$ cat src/rtl/irq_presenter_pkg.sv
package irq_presenter_pkg;

  // Strobes from the decision logic to the register datapath.
  typedef struct packed {
    logic accept;       // accept read performed
    logic cpprLoad;     // processor priority is written
    logic cpprFromEoi;  // new priority taken from EOI word
    logic drop;         // pending interrupt discarded
    logic mfrrLoad;     // IPI priority register written
    logic takeIpi;      // IPI becomes pending
    logic takeOffer;    // offered source becomes pending
    logic rejectCur;    // currently pending number returned to owner
    logic fwdEoi;       // EOI forwarded to sources
    logic resend;       // resend request to sources
  } pres_ctrl_t;

endpackage

$ cat src/rtl/irq_presenter_ctrl.sv
module irq_presenter_ctrl
  import irq_presenter_pkg::*;
#(
  parameter int NUM_W   = 24,
  parameter int PRIO_W  = 8,
  parameter int IPI_NUM = 2
) (
  input  logic              clk,
  input  logic              rstN,
  input  logic              offerValid,
  input  logic [PRIO_W-1:0] offerPrio,
  input  logic              acceptRd,
  input  logic              cpprWr,
  input  logic [PRIO_W-1:0] cpprData,
  input  logic              mfrrWr,
  input  logic [PRIO_W-1:0] mfrrData,
  input  logic              eoiWr,
  input  logic [PRIO_W+NUM_W-1:0] eoiData,
  input  logic [PRIO_W-1:0] curCppr,
  input  logic [PRIO_W-1:0] curPend,
  input  logic [PRIO_W-1:0] curMfrr,
  input  logic              busy,
  input  logic              owned,
  output pres_ctrl_t        ctl,
  output logic              offerBounce
);

  localparam int XIRR_W = PRIO_W + NUM_W;

  logic              opAcc, opEoi, opCppr, opMfrr, anySw;
  logic [PRIO_W-1:0] newCppr, mfrrEff, ipiLimit;
  logic [NUM_W-1:0]  eoiSrc;
  logic              ipiCheck, ipiOk, offerOk;

  assign opAcc   = acceptRd;
  assign opEoi   = eoiWr && !acceptRd;
  assign opCppr  = cpprWr && !acceptRd && !eoiWr;
  assign opMfrr  = mfrrWr && !acceptRd && !eoiWr && !cpprWr;
  assign anySw   = acceptRd || eoiWr || cpprWr || mfrrWr;
  assign eoiSrc  = eoiData[NUM_W-1:0];
  assign newCppr = opEoi ? eoiData[XIRR_W-1:NUM_W] : cpprData;
  assign mfrrEff = opMfrr ? mfrrData : curMfrr;
  assign ipiLimit = opMfrr ? curCppr : newCppr;

  // IPI may be raised when its priority beats the limit and nothing at
  // least as urgent is pending.
  assign ipiOk   = (mfrrEff < ipiLimit) && !(busy && (curPend <= mfrrEff));
  assign offerOk = (offerPrio < curCppr) && !(busy && (curPend <= offerPrio));

  always_comb begin
    ctl      = '0;
    ipiCheck = 1'b0;
    if (opAcc) begin
      ctl.accept = 1'b1;
    end else if (opEoi) begin
      ctl.cpprLoad    = 1'b1;
      ctl.cpprFromEoi = 1'b1;
      ctl.fwdEoi      = (eoiSrc != '0) && (eoiSrc != NUM_W'(IPI_NUM));
      ctl.resend      = 1'b1;
      ipiCheck        = 1'b1;
    end else if (opCppr) begin
      ctl.cpprLoad = 1'b1;
      if (newCppr < curCppr) begin
        if (busy && (newCppr <= curPend)) begin
          ctl.drop      = 1'b1;
          ctl.rejectCur = owned;
        end
      end else begin
        ctl.resend = 1'b1;
        ipiCheck   = 1'b1;
      end
    end else if (opMfrr) begin
      ctl.mfrrLoad = 1'b1;
      ipiCheck     = 1'b1;
    end else if (offerValid && offerOk) begin
      ctl.takeOffer = 1'b1;
      ctl.rejectCur = busy && owned;
    end
    if (ipiCheck && ipiOk) begin
      ctl.takeIpi   = 1'b1;
      ctl.rejectCur = busy && owned;
    end
  end

  assign offerBounce = offerValid && !ctl.takeOffer;


  offer_prio_chk: assert property (@(posedge clk) disable iff (!rstN)
    (offerValid && (offerPrio >= curCppr)) |-> offerBounce);


  offer_sw_chk: assert property (@(posedge clk) disable iff (!rstN)
    (offerValid && anySw) |-> offerBounce);


  one_change_chk: assert property (@(posedge clk) disable iff (!rstN)
    $onehot0({ctl.accept, ctl.drop, ctl.takeIpi, ctl.takeOffer}));

endmodule

$ cat src/rtl/irq_presenter_dp.sv
module irq_presenter_dp
  import irq_presenter_pkg::*;
#(
  parameter int NUM_W   = 24,
  parameter int PRIO_W  = 8,
  parameter int IPI_NUM = 2
) (
  input  logic              clk,
  input  logic              rstN,
  input  pres_ctrl_t        ctl,
  input  logic [NUM_W-1:0]  offerNum,
  input  logic [PRIO_W-1:0] offerPrio,
  input  logic [PRIO_W-1:0] cpprData,
  input  logic [PRIO_W-1:0] mfrrData,
  input  logic [PRIO_W+NUM_W-1:0] eoiData,
  output logic [PRIO_W-1:0] curCppr,
  output logic [PRIO_W-1:0] curPend,
  output logic [PRIO_W-1:0] curMfrr,
  output logic              busy,
  output logic              owned,
  output logic [PRIO_W+NUM_W-1:0] stateWord,
  output logic              irqOut,
  output logic              rejectValid,
  output logic [NUM_W-1:0]  rejectNum,
  output logic              resendReq,
  output logic              eoiValid,
  output logic [NUM_W-1:0]  eoiNum
);

  localparam int XIRR_W = PRIO_W + NUM_W;
  localparam logic [PRIO_W-1:0] PRIO_NONE = '1;

  logic [NUM_W-1:0] xisr;

  always_ff @(posedge clk) begin
    if (!rstN) begin
      curCppr     <= '0;
      xisr        <= '0;
      curPend     <= PRIO_NONE;
      curMfrr     <= PRIO_NONE;
      owned       <= 1'b0;
      irqOut      <= 1'b0;
      rejectValid <= 1'b0;
      rejectNum   <= '0;
      resendReq   <= 1'b0;
      eoiValid    <= 1'b0;
      eoiNum      <= '0;
    end else begin
      rejectValid <= ctl.rejectCur;
      rejectNum   <= xisr;
      resendReq   <= ctl.resend;
      eoiValid    <= ctl.fwdEoi;
      eoiNum      <= eoiData[NUM_W-1:0];
      if (ctl.mfrrLoad) curMfrr <= mfrrData;
      if (ctl.accept) begin
        curCppr <= curPend;
        xisr    <= '0;
        curPend <= PRIO_NONE;
        owned   <= 1'b0;
        irqOut  <= 1'b0;
      end else begin
        if (ctl.cpprLoad)
          curCppr <= ctl.cpprFromEoi ? eoiData[XIRR_W-1:NUM_W] : cpprData;
        if (ctl.drop) begin
          xisr    <= '0;
          curPend <= PRIO_NONE;
          owned   <= 1'b0;
          irqOut  <= 1'b0;
        end else if (ctl.takeIpi) begin
          xisr    <= NUM_W'(IPI_NUM);
          curPend <= ctl.mfrrLoad ? mfrrData : curMfrr;
          owned   <= 1'b0;
          irqOut  <= 1'b1;
        end else if (ctl.takeOffer) begin
          xisr    <= offerNum;
          curPend <= offerPrio;
          owned   <= 1'b1;
          irqOut  <= 1'b1;
        end
      end
    end
  end

  assign busy      = (xisr != '0);
  assign stateWord = {curCppr, xisr};


  line_match_chk: assert property (@(posedge clk) disable iff (!rstN)
    irqOut == (xisr != '0));


  accept_clear_chk: assert property (@(posedge clk) disable iff (!rstN)
    ctl.accept |=> (!irqOut && (xisr == '0) && (curPend == PRIO_NONE)));


  reject_num_chk: assert property (@(posedge clk) disable iff (!rstN)
    rejectValid |-> (rejectNum != '0));


  eoi_fwd_chk: assert property (@(posedge clk) disable iff (!rstN)
    eoiValid |-> ((eoiNum != '0) && (eoiNum != NUM_W'(IPI_NUM))));

endmodule

$ cat src/rtl/irq_presenter.sv
module irq_presenter
  import irq_presenter_pkg::*;
#(
  parameter int NUM_W   = 24,
  parameter int PRIO_W  = 8,
  parameter int IPI_NUM = 2
) (
  input  logic                    clk,
  input  logic                    rstN,
  input  logic                    offerValid,
  input  logic [NUM_W-1:0]        offerNum,
  input  logic [PRIO_W-1:0]       offerPrio,
  output logic                    offerBounce,
  input  logic                    acceptRd,
  output logic [PRIO_W+NUM_W-1:0] stateWord,
  input  logic                    cpprWr,
  input  logic [PRIO_W-1:0]       cpprData,
  input  logic                    mfrrWr,
  input  logic [PRIO_W-1:0]       mfrrData,
  input  logic                    eoiWr,
  input  logic [PRIO_W+NUM_W-1:0] eoiData,
  output logic                    irqOut,
  output logic                    rejectValid,
  output logic [NUM_W-1:0]        rejectNum,
  output logic                    resendReq,
  output logic                    eoiValid,
  output logic [NUM_W-1:0]        eoiNum
);

  pres_ctrl_t        ctl;
  logic [PRIO_W-1:0] curCppr, curPend, curMfrr;
  logic              busy, owned;

  irq_presenter_ctrl #(.NUM_W(NUM_W), .PRIO_W(PRIO_W), .IPI_NUM(IPI_NUM)) i_ctrl (
    .clk(clk), .rstN(rstN),
    .offerValid(offerValid), .offerPrio(offerPrio),
    .acceptRd(acceptRd), .cpprWr(cpprWr), .cpprData(cpprData),
    .mfrrWr(mfrrWr), .mfrrData(mfrrData), .eoiWr(eoiWr), .eoiData(eoiData),
    .curCppr(curCppr), .curPend(curPend), .curMfrr(curMfrr),
    .busy(busy), .owned(owned), .ctl(ctl), .offerBounce(offerBounce)
  );

  irq_presenter_dp #(.NUM_W(NUM_W), .PRIO_W(PRIO_W), .IPI_NUM(IPI_NUM)) i_dp (
    .clk(clk), .rstN(rstN), .ctl(ctl),
    .offerNum(offerNum), .offerPrio(offerPrio),
    .cpprData(cpprData), .mfrrData(mfrrData), .eoiData(eoiData),
    .curCppr(curCppr), .curPend(curPend), .curMfrr(curMfrr),
    .busy(busy), .owned(owned), .stateWord(stateWord), .irqOut(irqOut),
    .rejectValid(rejectValid), .rejectNum(rejectNum), .resendReq(resendReq),
    .eoiValid(eoiValid), .eoiNum(eoiNum)
  );

endmodule

$ cat config.mk
export PLATFORM = sky130hd
export DESIGN_NAME = irq_presenter
export DESIGN_NICKNAME = d
export VERILOG_FILES = /design/src/rtl/irq_presenter_pkg.sv /design/src/rtl/irq_presenter_ctrl.sv /design/src/rtl/irq_presenter_dp.sv /design/src/rtl/irq_presenter.sv
export SDC_FILE = /design/constraint.sdc
export NUM_CORES = 1
export LEC_CHECK = 0
export ABC_CLOCK_PERIOD_IN_PS = 5050
export BUFFER_PORTS_ARGS = -buffer_cell sky130_fd_sc_hd__buf_2
export CAP_MARGIN = 20
export CORE_AREA = 3 3 122 124
export CTS_CLUSTER_SIZE = 24
export DETAILED_ROUTE_END_ITERATION = 10
export DIE_AREA = 0 0 125 127
export MAX_ROUTING_LAYER = met4
export REMOVE_ABC_BUFFERS = 1
export SLEW_MARGIN = 20
export SYNTH_ARGS = -nofsm -noshare
export SYNTH_HDL_FRONTEND = slang
export SYNTH_SLANG_ARGS = --single-unit
$ cat constraint.sdc
create_clock -name clk -period 5.05 [get_ports clk]
set_input_delay 0.505 -clock clk [delete_from_list [all_inputs] [get_ports clk]]
set_output_delay 0.505 -clock clk [all_outputs]
set_load 0.03 [all_outputs]
* Yosys cells after proc, flatten, opt, wreduce, memory -nomap -nowiden
Cells that the tools add are included.
Operators by class: $lt $le $gt $ge 6, equality and inequality tests 1, multiplexer cells 41, bitwise logic cells 2, reductions and logical operators 30
Operator list (number):
- $mux 8 | 9
- $reduce_bool 24->1 | 2
- $le 8x8->1 | 3
- $lt 8x8->1 | 3
- $mux 1 | 24
- $ne 24x2->1 const B | 1
- $logic_and 1x1->1 | 16
- $mux 2 | 6
- $mux 4 | 2
- $logic_not 1->1 | 6
- $reduce_or 3->1 | 2
- $reduce_bool 2->1 | 2
- $reduce_or 4->1 | 1
- $not 1->1 | 2
- $reduce_or 2->1 | 1
Storage, ports and cells: register bits 101, bits of input ports 87, output and inout bits 85, logic and storage cells 92

* Depth between registers and ports, before layout
Gate-level depths: netlist of run 1.
depth after elaboration 13, gate-level depth with buffers 16, mapped depth without buffers 12

* By module
From an unflattened synthesis of run 1, not the netlist that was laid out.
Unflattened totals: cell total of the unflattened synthesis 554, area, all modules 5062.4 um^2
Modules (own cells, without submodules):
- irq_presenter_dp | instances 1, cells each 324, area each 3488.3 um^2, sequential area each 2021.9 um^2
- irq_presenter_ctrl | instances 1, cells each 230, area each 1574.0 um^2, sequential area each 0.0 um^2

* Least setup slack after synthesis of run 1
Ideal clock, no wire load.
path type input-to-reg, from input cpprWr, to register i_dp.curPend[2], library setup time 0.121 ns, data arrival time 3.669 ns, data required time 4.929 ns, path slack 1.260 ns, stages 14, buffers on the path 4, cells stage by stage buf_6 -> or4b_4 -> clkbuf_1 -> clkbuf_1 -> nand2_1 -> o21ai_0 -> ha_1 -> and4_1 -> a2111oi_0 -> nand2_1 -> a311o_1 -> buf_6 -> or2_4 -> mux2_4
Between the ends: longest elaborated chain between the ends 10, elaborated cells on any way between the ends 29, those cells by class order compare (2); mux (17); reduce/logical (10)
Ends and longest elaborated chain:
- from (decl) | RTL line irq_presenter.sv:16 | input logic cpprWr,
- $logic_not 1->1 | RTL line irq_presenter_ctrl.sv:38 | assign opMfrr = mfrrWr && !acceptRd && !eoiWr && !cpprWr;
- $logic_and 1x1->1 | RTL line irq_presenter_ctrl.sv:38
- $mux 8 | RTL line irq_presenter_ctrl.sv:42 | assign mfrrEff = opMfrr ? mfrrData : curMfrr;
- $le 8x8->1 | RTL line irq_presenter_ctrl.sv:47 | assign ipiOk = (mfrrEff < ipiLimit) && !(busy && (curPend <= mfrrEff));
- $logic_and 1x1->1 | RTL line irq_presenter_ctrl.sv:47
- $logic_not 1->1 | RTL line irq_presenter_ctrl.sv:47
- $logic_and 1x1->1 | RTL line irq_presenter_ctrl.sv:47
- $logic_and 1x1->1 | RTL line irq_presenter_ctrl.sv:79 | if (ipiCheck && ipiOk) begin
- $mux 1 | RTL line irq_presenter_ctrl.sv:79
- $mux 8 or $reduce_bool 2->1 (tied branches)
- to (signal assigned) | RTL line irq_presenter_dp.sv:71 | curPend <= ctl.mfrrLoad ? mfrrData : curMfrr;
- to (signal assigned) | RTL line irq_presenter_dp.sv:76 | curPend <= offerPrio;
- to (decl) | RTL line irq_presenter_dp.sv:17 | output logic [PRIO_W-1:0] curPend,
Several ways; a longest one is shown, not always the timed one. A chain may end at the register's enable or synchronous reset.

* Final worst setup path of run 1
from input acceptRd, to register i_dp.curPend[2]
Between the ends: longest elaborated chain between the ends 12, elaborated cells on any way between the ends 40, those cells by class order compare (4); mux (22); reduce/logical (14)
Ends and longest elaborated chain:
- from (decl) | RTL line irq_presenter.sv:14 | input logic acceptRd,
- parallel branches: the longest is 12 deep, another holds $le 8x8->1
Several ways; the timed one is not identified.

==> metrics.csv, run 1 <==
stage,metric,value,unit
yosys,post-synthesis adder-cell area fraction,0.112,
run,Max Cap Violations,0,
yosys,synthesized area per cell,9.23,µm²
floorplan,CORE AREA,13900,µm²
yosys,main area contributors after synthesis,"dfxtp_1 (42%), ha_1 (11%), mux2i_1 (9.1%), and2_1 (7.3%), nor2_1 (3.3%)",
placed_design,final RePlAce weighted congestion,0.899,
setup_path,flop-to-flop setup slack,2.13,ns
setup_path,Critical Path AT,4.03,ns
sta,setup tns final,0,ns
cells_and_area,most frequent cells in the layout,"buf_2 (171), dfxtp_1 (101), and2_1 (56)",
sta,final setup fails,0,
sta,clk_skew,0.00871,ns
clock_network,TritonCTS sink count,101,
sta,Slew headroom,0.405,
yosys,Mapped Cells,522,
global_route,first-pass GRT wire length,21400,µm
setup_path,CP Launch Point,acceptRd,
routing,first-pass detailed-route iteration total,4,
global_route,vias in the first global route,4217,
placed_design,Detailed Place HPWL,10500,µm
routing,WL final,13300,µm
yosys,share of the synthesized area in the top cell type,0.420,
yosys,number of flops mapped to enable cells by yosys,0,
clock_network,Hold Buf Count CTS,0,
yosys,mapped cell area,4820,µm²
yosys,Simple-Gate Fraction of Synth Area,0.203,
floorplan,# IOs,172,
setup_path,CP peak stage delay,0.74,ns
yosys,XOR/XNOR share of the synthesized area,0,
yosys,register area share after synthesis,0.420,
power,Pwr Density,298,nW/µm²
cells_and_area,fill cell count,1354,
placed_design,Place WS,0.903,ns
cells_and_area,share of post-route cells with drive strength above 1,0.297,
placed_design,input/output buffers,171,
setup_path,r2r startpoint,i_dp.curMfrr[7],
setup_path,crit-path max FO,23,
yosys,compound-gate portion of the synthesized area,0.106,
sta,Final WS setup,1.24,ns
clock_network,setup bufs post-CTS,0,
routing,DRC Markers,0,
routing,initial drt markers,130,
sta,worst-margin pin slew,0.881,ns
clock_network,CTS tree,built,
routing,via count,4240,
sta,Period minus WS final,3.81,ns
yosys,YS warnings,0,
yosys,"flops & latches, synth",101,
routing,Routed Antenna Nets,0,
setup_path,crit path buf inv count,2,
global_route,total gr overflow,0,
status,status,finished clean,
clock_network,Root Driver,clkbuf_16,
floorplan,DIE AREA,15900,µm²
clock_network,"Reg clk slew, reported paths",0.07,ns
yosys,async set-or-reset flop fraction in the synthesized netlist,0,
floorplan,# rows,43,
cells_and_area,Multi-input gate area,2540,µm²
yosys,mux share of post-synthesis cell area,0.106,
sta,fin crit share,0.755,
yosys,largest family of logic cells by synthesized area,simple AND/OR/NAND/NOR gates,
floorplan,Starting Density,0.347,
setup_path,crit-path leading delay family,simple AND/OR/NAND/NOR gates,
setup_path,crit path cell chain,"buf_2, or4b_4, mux2i_1, inv_1, ha_1, and4_1, a2111oi_0, nand2_1, a311o_1, or2_4, mux2_4",
floorplan,Die W,125,µm
cells_and_area,nets,817,
yosys,top_reg_cell synth,dfxtp_1,
worst_hold_path,Hold Crit Class,in -> reg,
clock_network,Num CTS Buffers,9,
yosys,Yosys top cell by area,dfxtp_1,
sta,RSZ-0062 raised after global routing,false,
setup_path,crit path kind,in -> reg,
clock_network,H-Tree Depth,3,
setup_path,CP max-delay cell,or4b_4,
global_route,overall routing resource usage,0.169,
setup_path,Reg2Reg Capture Point,i_dp.curPend[2],
setup_path,CP endpoint kind,register,
sta,endpoints failing hold,0,
routing,Vias/cell,4.87,
cells_and_area,"most common cell after layout, fill and taps aside",buf_2,
setup_path,Crit. path cell count,11,
global_route,initial antenna violation count,0,
power,Leak,2.93,nW
setup_path,crit path capture,i_dp.curPend[2],
cells_and_area,P&R area growth vs syn,27.6,%
yosys,Yosys cell types,44,
power,worst vdd ir,173,µV
global_route,largest net degree at the start of global routing,68,
cells_and_area,FF/Latch Area,2020,µm²
clock_network,"Clk Latency, worst-skew pair",0.33,ns
routing,DR WL/cell,15.3,µm
cells_and_area,# diodes,0,
clock_network,Post-CTS Resized,0,
sta,Max Transition Viols Final,0,
setup_path,Critical Path Source Type,input port,
setup_path,worst endpoint required time,5.27,ns
floorplan,die height,127,µm
clock_network,Clock Path Buffers,2,
setup_path,r2r worst-path depth,9,
sta,Fmax,262,MHz
==> final cells by class <==
class | instances | share of cell area
Clock buffer | 10 | 0.0389
Clock inverter | 5 | 0.0134
Tap cell | 180 | 0.0366
Multi-Input combinational cell | 361 | 0.413
Sequential cell | 101 | 0.329
Timing Repair Buffer | 177 | 0.147
Inverter | 37 | 0.0226
==> worst reg2reg max path, stage by stage (launching register included) <==
cell,delay [ns]
dfxtp_1,0.29
mux2i_1,0.22
inv_1,0.10
ha_1,0.31
and4_1,0.23
a2111oi_0,0.40
nand2_1,0.11
a311o_1,0.48
or2_4,0.37
mux2_4,0.30
==> cell usage after synthesis, types with 2 or more instances <==
cell type,count
buf_2,6
nand2_1,36
ha_1,43
dfxtp_1,101
clkbuf_1,12
a31oi_1,8
nor3_1,6
a21oi_1,30
nor2_1,43
nand2b_1,3
and2_1,56
o211ai_1,4
a41oi_1,2
nor2b_1,6
o221ai_1,2
nor4_1,18
o21ai_0,20
a211oi_1,5
nand3_1,4
inv_1,37
a311o_1,2
mux2i_1,44
and4_1,2
mux2_2,3
buf_6,3
nand4_1,8
==> cell families (layout without fill, tap and decap cells) <==
family,Yosys count,count (layout)
and+or+nand+nor,187,187
DFF,101,101
AOI/OAI and AO/OA,82,82
buffers and inverters,60,229
muxes,49,49
adders and majority gates,43,43
==> worst min-delay path by stage <==
stage / startpoint / endpoint / slack (ns) / cells after the start
6_report: eoiData[1] / i_dp.eoiNum[1] / 0.38 / 2
4_1_cts: eoiData[1] / i_dp.eoiNum[1] / 0.37 / 2
3_5_place_dp: i_dp.owned / i_dp.owned / 0.46 / 2
5_1_grt: eoiData[1] / i_dp.eoiNum[1] / 0.37 / 2
3_3_place_gp: i_dp.owned / i_dp.rejectValid / 0.45 / 2
2_1_floorplan: i_dp.owned / i_dp.rejectValid / 0.44 / 2
==> state kept, by name, summed over array words and instances, names as in the netlist, 8 cells and up <==
| name | count |
|---|---|
| i_dp.xisr | 24 |
| i_dp.eoiNum | 24 |
| i_dp.curPend | 8 |
| i_dp.curCppr | 8 |
| i_dp.rejectNum | 24 |
| i_dp.curMfrr | 8 |
==> per-layer routing <==
layer | part of all wire | wire [µm] | vias to the layer above | GRT usage
met4 | 0.027 | 360 | 0 | 0.0587
met2 | 0.49 | 6480 | 133 | 0.284
met1 | 0.44 | 5780 | 1928 | 0.201
met3 | 0.049 | 657 | 31 | 0.0368
met5 | 0 | 0 | - | -
li1 | - | - | 2148 | -
==> per-stage QoR <==
step / utilization / instances / total power [W] / area [µm²] / hold slack, ns
6_report: 0.443 / 871 / 0.00183 / 6150 / 0.379
5_1_grt: 0.443 / 871 / 0.00192 / 6150 / 0.369
4_1_cts: 0.443 / 871 / 0.00186 / 6150 / 0.369
3_5_place_dp: 0.420 / 856 / 0.00112 / 5830 / 0.464
3_3_place_gp: 0.420 / 856 / 0.00111 / 5830 / 0.453
2_1_floorplan: - / 499 / 0.00101 / 4700 / 0.438
==> power breakdown <==
part / internal [W] / total, W / switching [W]
clock: 0.000447 / 0.000733 / 0.000287
sequential: 0.000816 / 0.000827 / 0.0000110
combinational: 0.000106 / 0.000271 / 0.000165
total: 0.00137 / 0.00183 / 0.000462
Note: power is estimated with default switching activity, not from simulation.
==> run 2: changes to the inputs <==
--- a/config.mk
+++ b/config.mk
@@ -5,7 +5,7 @@
 export SDC_FILE = /design/constraint.sdc
 export NUM_CORES = 1
 export LEC_CHECK = 0
-export ABC_CLOCK_PERIOD_IN_PS = 5050
+export ABC_CLOCK_PERIOD_IN_PS = 3700
 export BUFFER_PORTS_ARGS = -buffer_cell sky130_fd_sc_hd__buf_2
 export CAP_MARGIN = 20
 export CORE_AREA = 3 3 122 124
==> constraint.sdc (replaced) <==
create_clock -name clk -period 3.7 [get_ports clk]
set_input_delay 0.37 -clock clk [delete_from_list [all_inputs] [get_ports clk]]
set_output_delay 0.37 -clock clk [all_outputs]
set_load 0.03 [all_outputs]
==> run 2 against run 1 <==
Effect of this change:
- final cell count up 2.4%
- critical path depth stayed put
- worst setup slack got worse by 0.82 ns
- non-clock buffer count up 19
- power grew 36%
- critical endpoint is now i_dp.curPend[1]
- flip-flop and latch count unchanged
- via count grew 2.0%
- largest cell class unchanged
==> metrics.csv, run 2 (same netlist as run 1, synthesis figures left out) <==
stage,metric,value,unit,change
cells_and_area,fill cell count,1361,,+0.52%
setup_path,r2r startpoint,i_dp.curCppr[7],,
sta,Max Transition Viols Final,0,,unchanged
sta,Final WS setup,0.417,ns,-0.822 ns
setup_path,r2r worst-path depth,9,,unchanged
routing,first-pass detailed-route iteration total,4,,unchanged
floorplan,Starting Density,0.347,,unchanged
clock_network,TritonCTS sink count,101,,unchanged
setup_path,worst endpoint required time,3.97,ns,-1.30 ns
cells_and_area,nets,836,,+2.3%
setup_path,Critical Path Source Type,input port,,
power,clock network power share,0.385,,-0.015
clock_network,"Clk Latency, worst-skew pair",0.35,ns,+0.02 ns
power,switching fraction of total power,0.262,,+0.00904
setup_path,flop-to-flop setup slack,0.93,ns,-1.20 ns
sta,clk_skew,0.00446,ns,-0.00424 ns
global_route,total gr overflow,0,,unchanged
sta,setup tns final,0,ns,unchanged
sta,fin crit share,0.887,,
clock_network,setup bufs post-CTS,0,,unchanged
global_route,first-pass GRT wire length,22100,µm,+3.3%
setup_path,crit path kind,in -> reg,,
global_route,overall routing resource usage,0.178,,+0.00898
placed_design,Place WS,0.0304,ns,-0.872 ns
floorplan,DIE AREA,15900,µm²,unchanged
floorplan,# IOs,172,,unchanged
cells_and_area,P&R area growth vs syn,30.5,%,
power,worst vdd ir,309,µV,+78%
power,Leak,3.01,nW,+2.7%
sta,worst-margin pin slew,0.601,ns,-0.280 ns
cells_and_area,Largest regs,"i_dp.eoiNum (24), i_dp.rejectNum (24), i_dp.xisr (24)",,
placed_design,final RePlAce weighted congestion,0.889,,-1.1%
placed_design,placed instance area,5980,µm²,+2.7%
routing,DRC Markers,0,,unchanged
clock_network,Root Driver,clkbuf_16,,
routing,Routed Antenna Nets,0,,unchanged
power,power share of the combinational group,0.161,,+0.013
routing,via count,4326,,+2.0%
placed_design,Detailed Place HPWL,10900,µm,+3.6%
power,share of power burned in registers,0.454,,+0.002
setup_path,crit-path max FO,12,,-48%
setup_path,crit-path leading delay family,simple AND/OR/NAND/NOR gates,,
setup_path,CP Launch Point,acceptRd,,
sta,Fmax,305,MHz,
run,Max Cap Violations,0,,unchanged
global_route,initial antenna violation count,1,,+1
clock_network,CTS tree,built,,
floorplan,CORE AREA,13900,µm²,unchanged
routing,DR WL/cell,15.5,µm,+1.9%
setup_path,crit path capture,i_dp.curPend[1],,
setup_path,Critical Path AT,3.55,ns,-0.48 ns
routing,Vias/cell,4.85,,-0.37%
setup_path,Crit. path cell count,11,,unchanged
placed_design,Cells after DPL,875,,+2.2%
floorplan,# rows,43,,unchanged
power,Net Sw Power,0.000651,W,+41%
global_route,vias in the first global route,4341,,+2.9%
setup_path,CP peak stage delay,0.64,ns,-0.10 ns
setup_path,crit path buf inv count,2,,unchanged
setup_path,Reg2Reg Capture Point,i_dp.curPend[1],,
sta,endpoints failing hold,0,,unchanged
cells_and_area,share of post-route cells with drive strength above 1,0.314,,+0.0174
cells_and_area,"most common cell after layout, fill and taps aside",buf_2,,
setup_path,CP endpoint kind,register,,
status,status,finished clean,,
power,Pwr Density,395,nW/µm²,+33%
setup_path,crit path cell chain,"buf_2, or4b_4, mux2_2, ha_1, and4_1, a2111oi_0, nand2_1, a311o_1, or2_4, buf_4, a31oi_1",,
routing,initial drt markers,146,,+12%
cells_and_area,most frequent cells in the layout,"buf_2 (171), dfxtp_1 (101), and2_1 (56)",,
clock_network,Hold Buf Count CTS,0,,unchanged
floorplan,Die W,125,µm,unchanged
sta,Period minus WS final,3.28,ns,
cells_and_area,fin cells,892,,+2.4%
clock_network,Clock Path Buffers,2,,unchanged
power,internal power,0.00184,W,+34%
placed_design,input/output buffers,171,,unchanged
sta,Slew headroom,0.600,,+0.194
floorplan,die height,127,µm,unchanged
clock_network,"Reg clk slew, reported paths",0.07,ns,about the same
sta,RSZ-0062 raised after global routing,false,,
routing,WL final,13900,µm,+4.4%
setup_path,CP max-delay cell,or4b_4,,
cells_and_area,post-route cell area,6290,µm²,+2.3%
global_route,largest net degree at the start of global routing,67,,-1.5%
sta,final setup fails,0,,unchanged
clock_network,Num CTS Buffers,9,,unchanged
clock_network,Post-CTS Resized,0,,unchanged
worst_hold_path,Hold Crit Class,in -> reg,,
clock_network,H-Tree Depth,3,,unchanged
## run 2: changes by cell type in the layout (fill, tap and decap cells not counted), sizes merged
cell,previous run,this run
buf,177,196
clkbuf,10,12
diode,0,2
inv,38,37
bufinv,2,1
clkinvlp,0,2
clkinv,2,0
## run 2: area by class of cell
type / count / area [µm²] / share of cell area
inverter: 37 / 139 / 0.0221
clock buffer: 12 / 256 / 0.0408
tap: 180 / 225 / 0.0358
multi-input combinational: 361 / 2540 / 0.404
timing repair buffer: 196 / 1060 / 0.168
antenna: 2 / 5.00 / 0.000796
sequential: 101 / 2020 / 0.322
clock inverter: 3 / 45.0 / 0.00716
## run 2: worst min path at each step
stage,start,end,slack (ns),cells after the start
6_report,eoiData[1],i_dp.eoiNum[1],0.23,2
5_1_grt,eoiData[1],i_dp.eoiNum[1],0.23,2
4_1_cts,eoiData[1],i_dp.eoiNum[1],0.22,2
3_5_place_dp,i_dp.owned,i_dp.rejectValid,0.45,2
3_3_place_gp,i_dp.owned,i_dp.rejectValid,0.45,2
2_1_floorplan,rstN,i_dp.curMfrr[0],0.43,1
## run 2: through the flow
step	hold WS, ns	power, W	utilization
final	0.235	0.00249	0.453
after floorplan	0.432	0.00137	-
after detailed placement	0.453	0.00155	0.431
after global routing	0.230	0.00260	0.453
after CTS	0.220	0.00252	0.453
after global placement	0.451	0.00154	0.431
## run 2: metal layers
layer | wire, µm | track usage | vias up
met1 | 6010 | 0.211 | 1998
met3 | 852 | 0.0468 | 20
met4 | 266 | 0.0593 | 0
met5 | 0 | - | -
li1 | - | - | 2187
met2 | 6730 | 0.295 | 121
## run 2: power groups by stage
stage	combinational (W)	sequential [W]	clock [W]
2_1_floorplan	0.000174	0.00120	0
3_3_place_gp	0.000390	0.00115	0
3_5_place_dp	0.000398	0.00115	0
4_1_cts	0.000401	0.00113	0.000985
5_1_grt	0.000447	0.00113	0.00103
6_report	0.000400	0.00113	0.000957
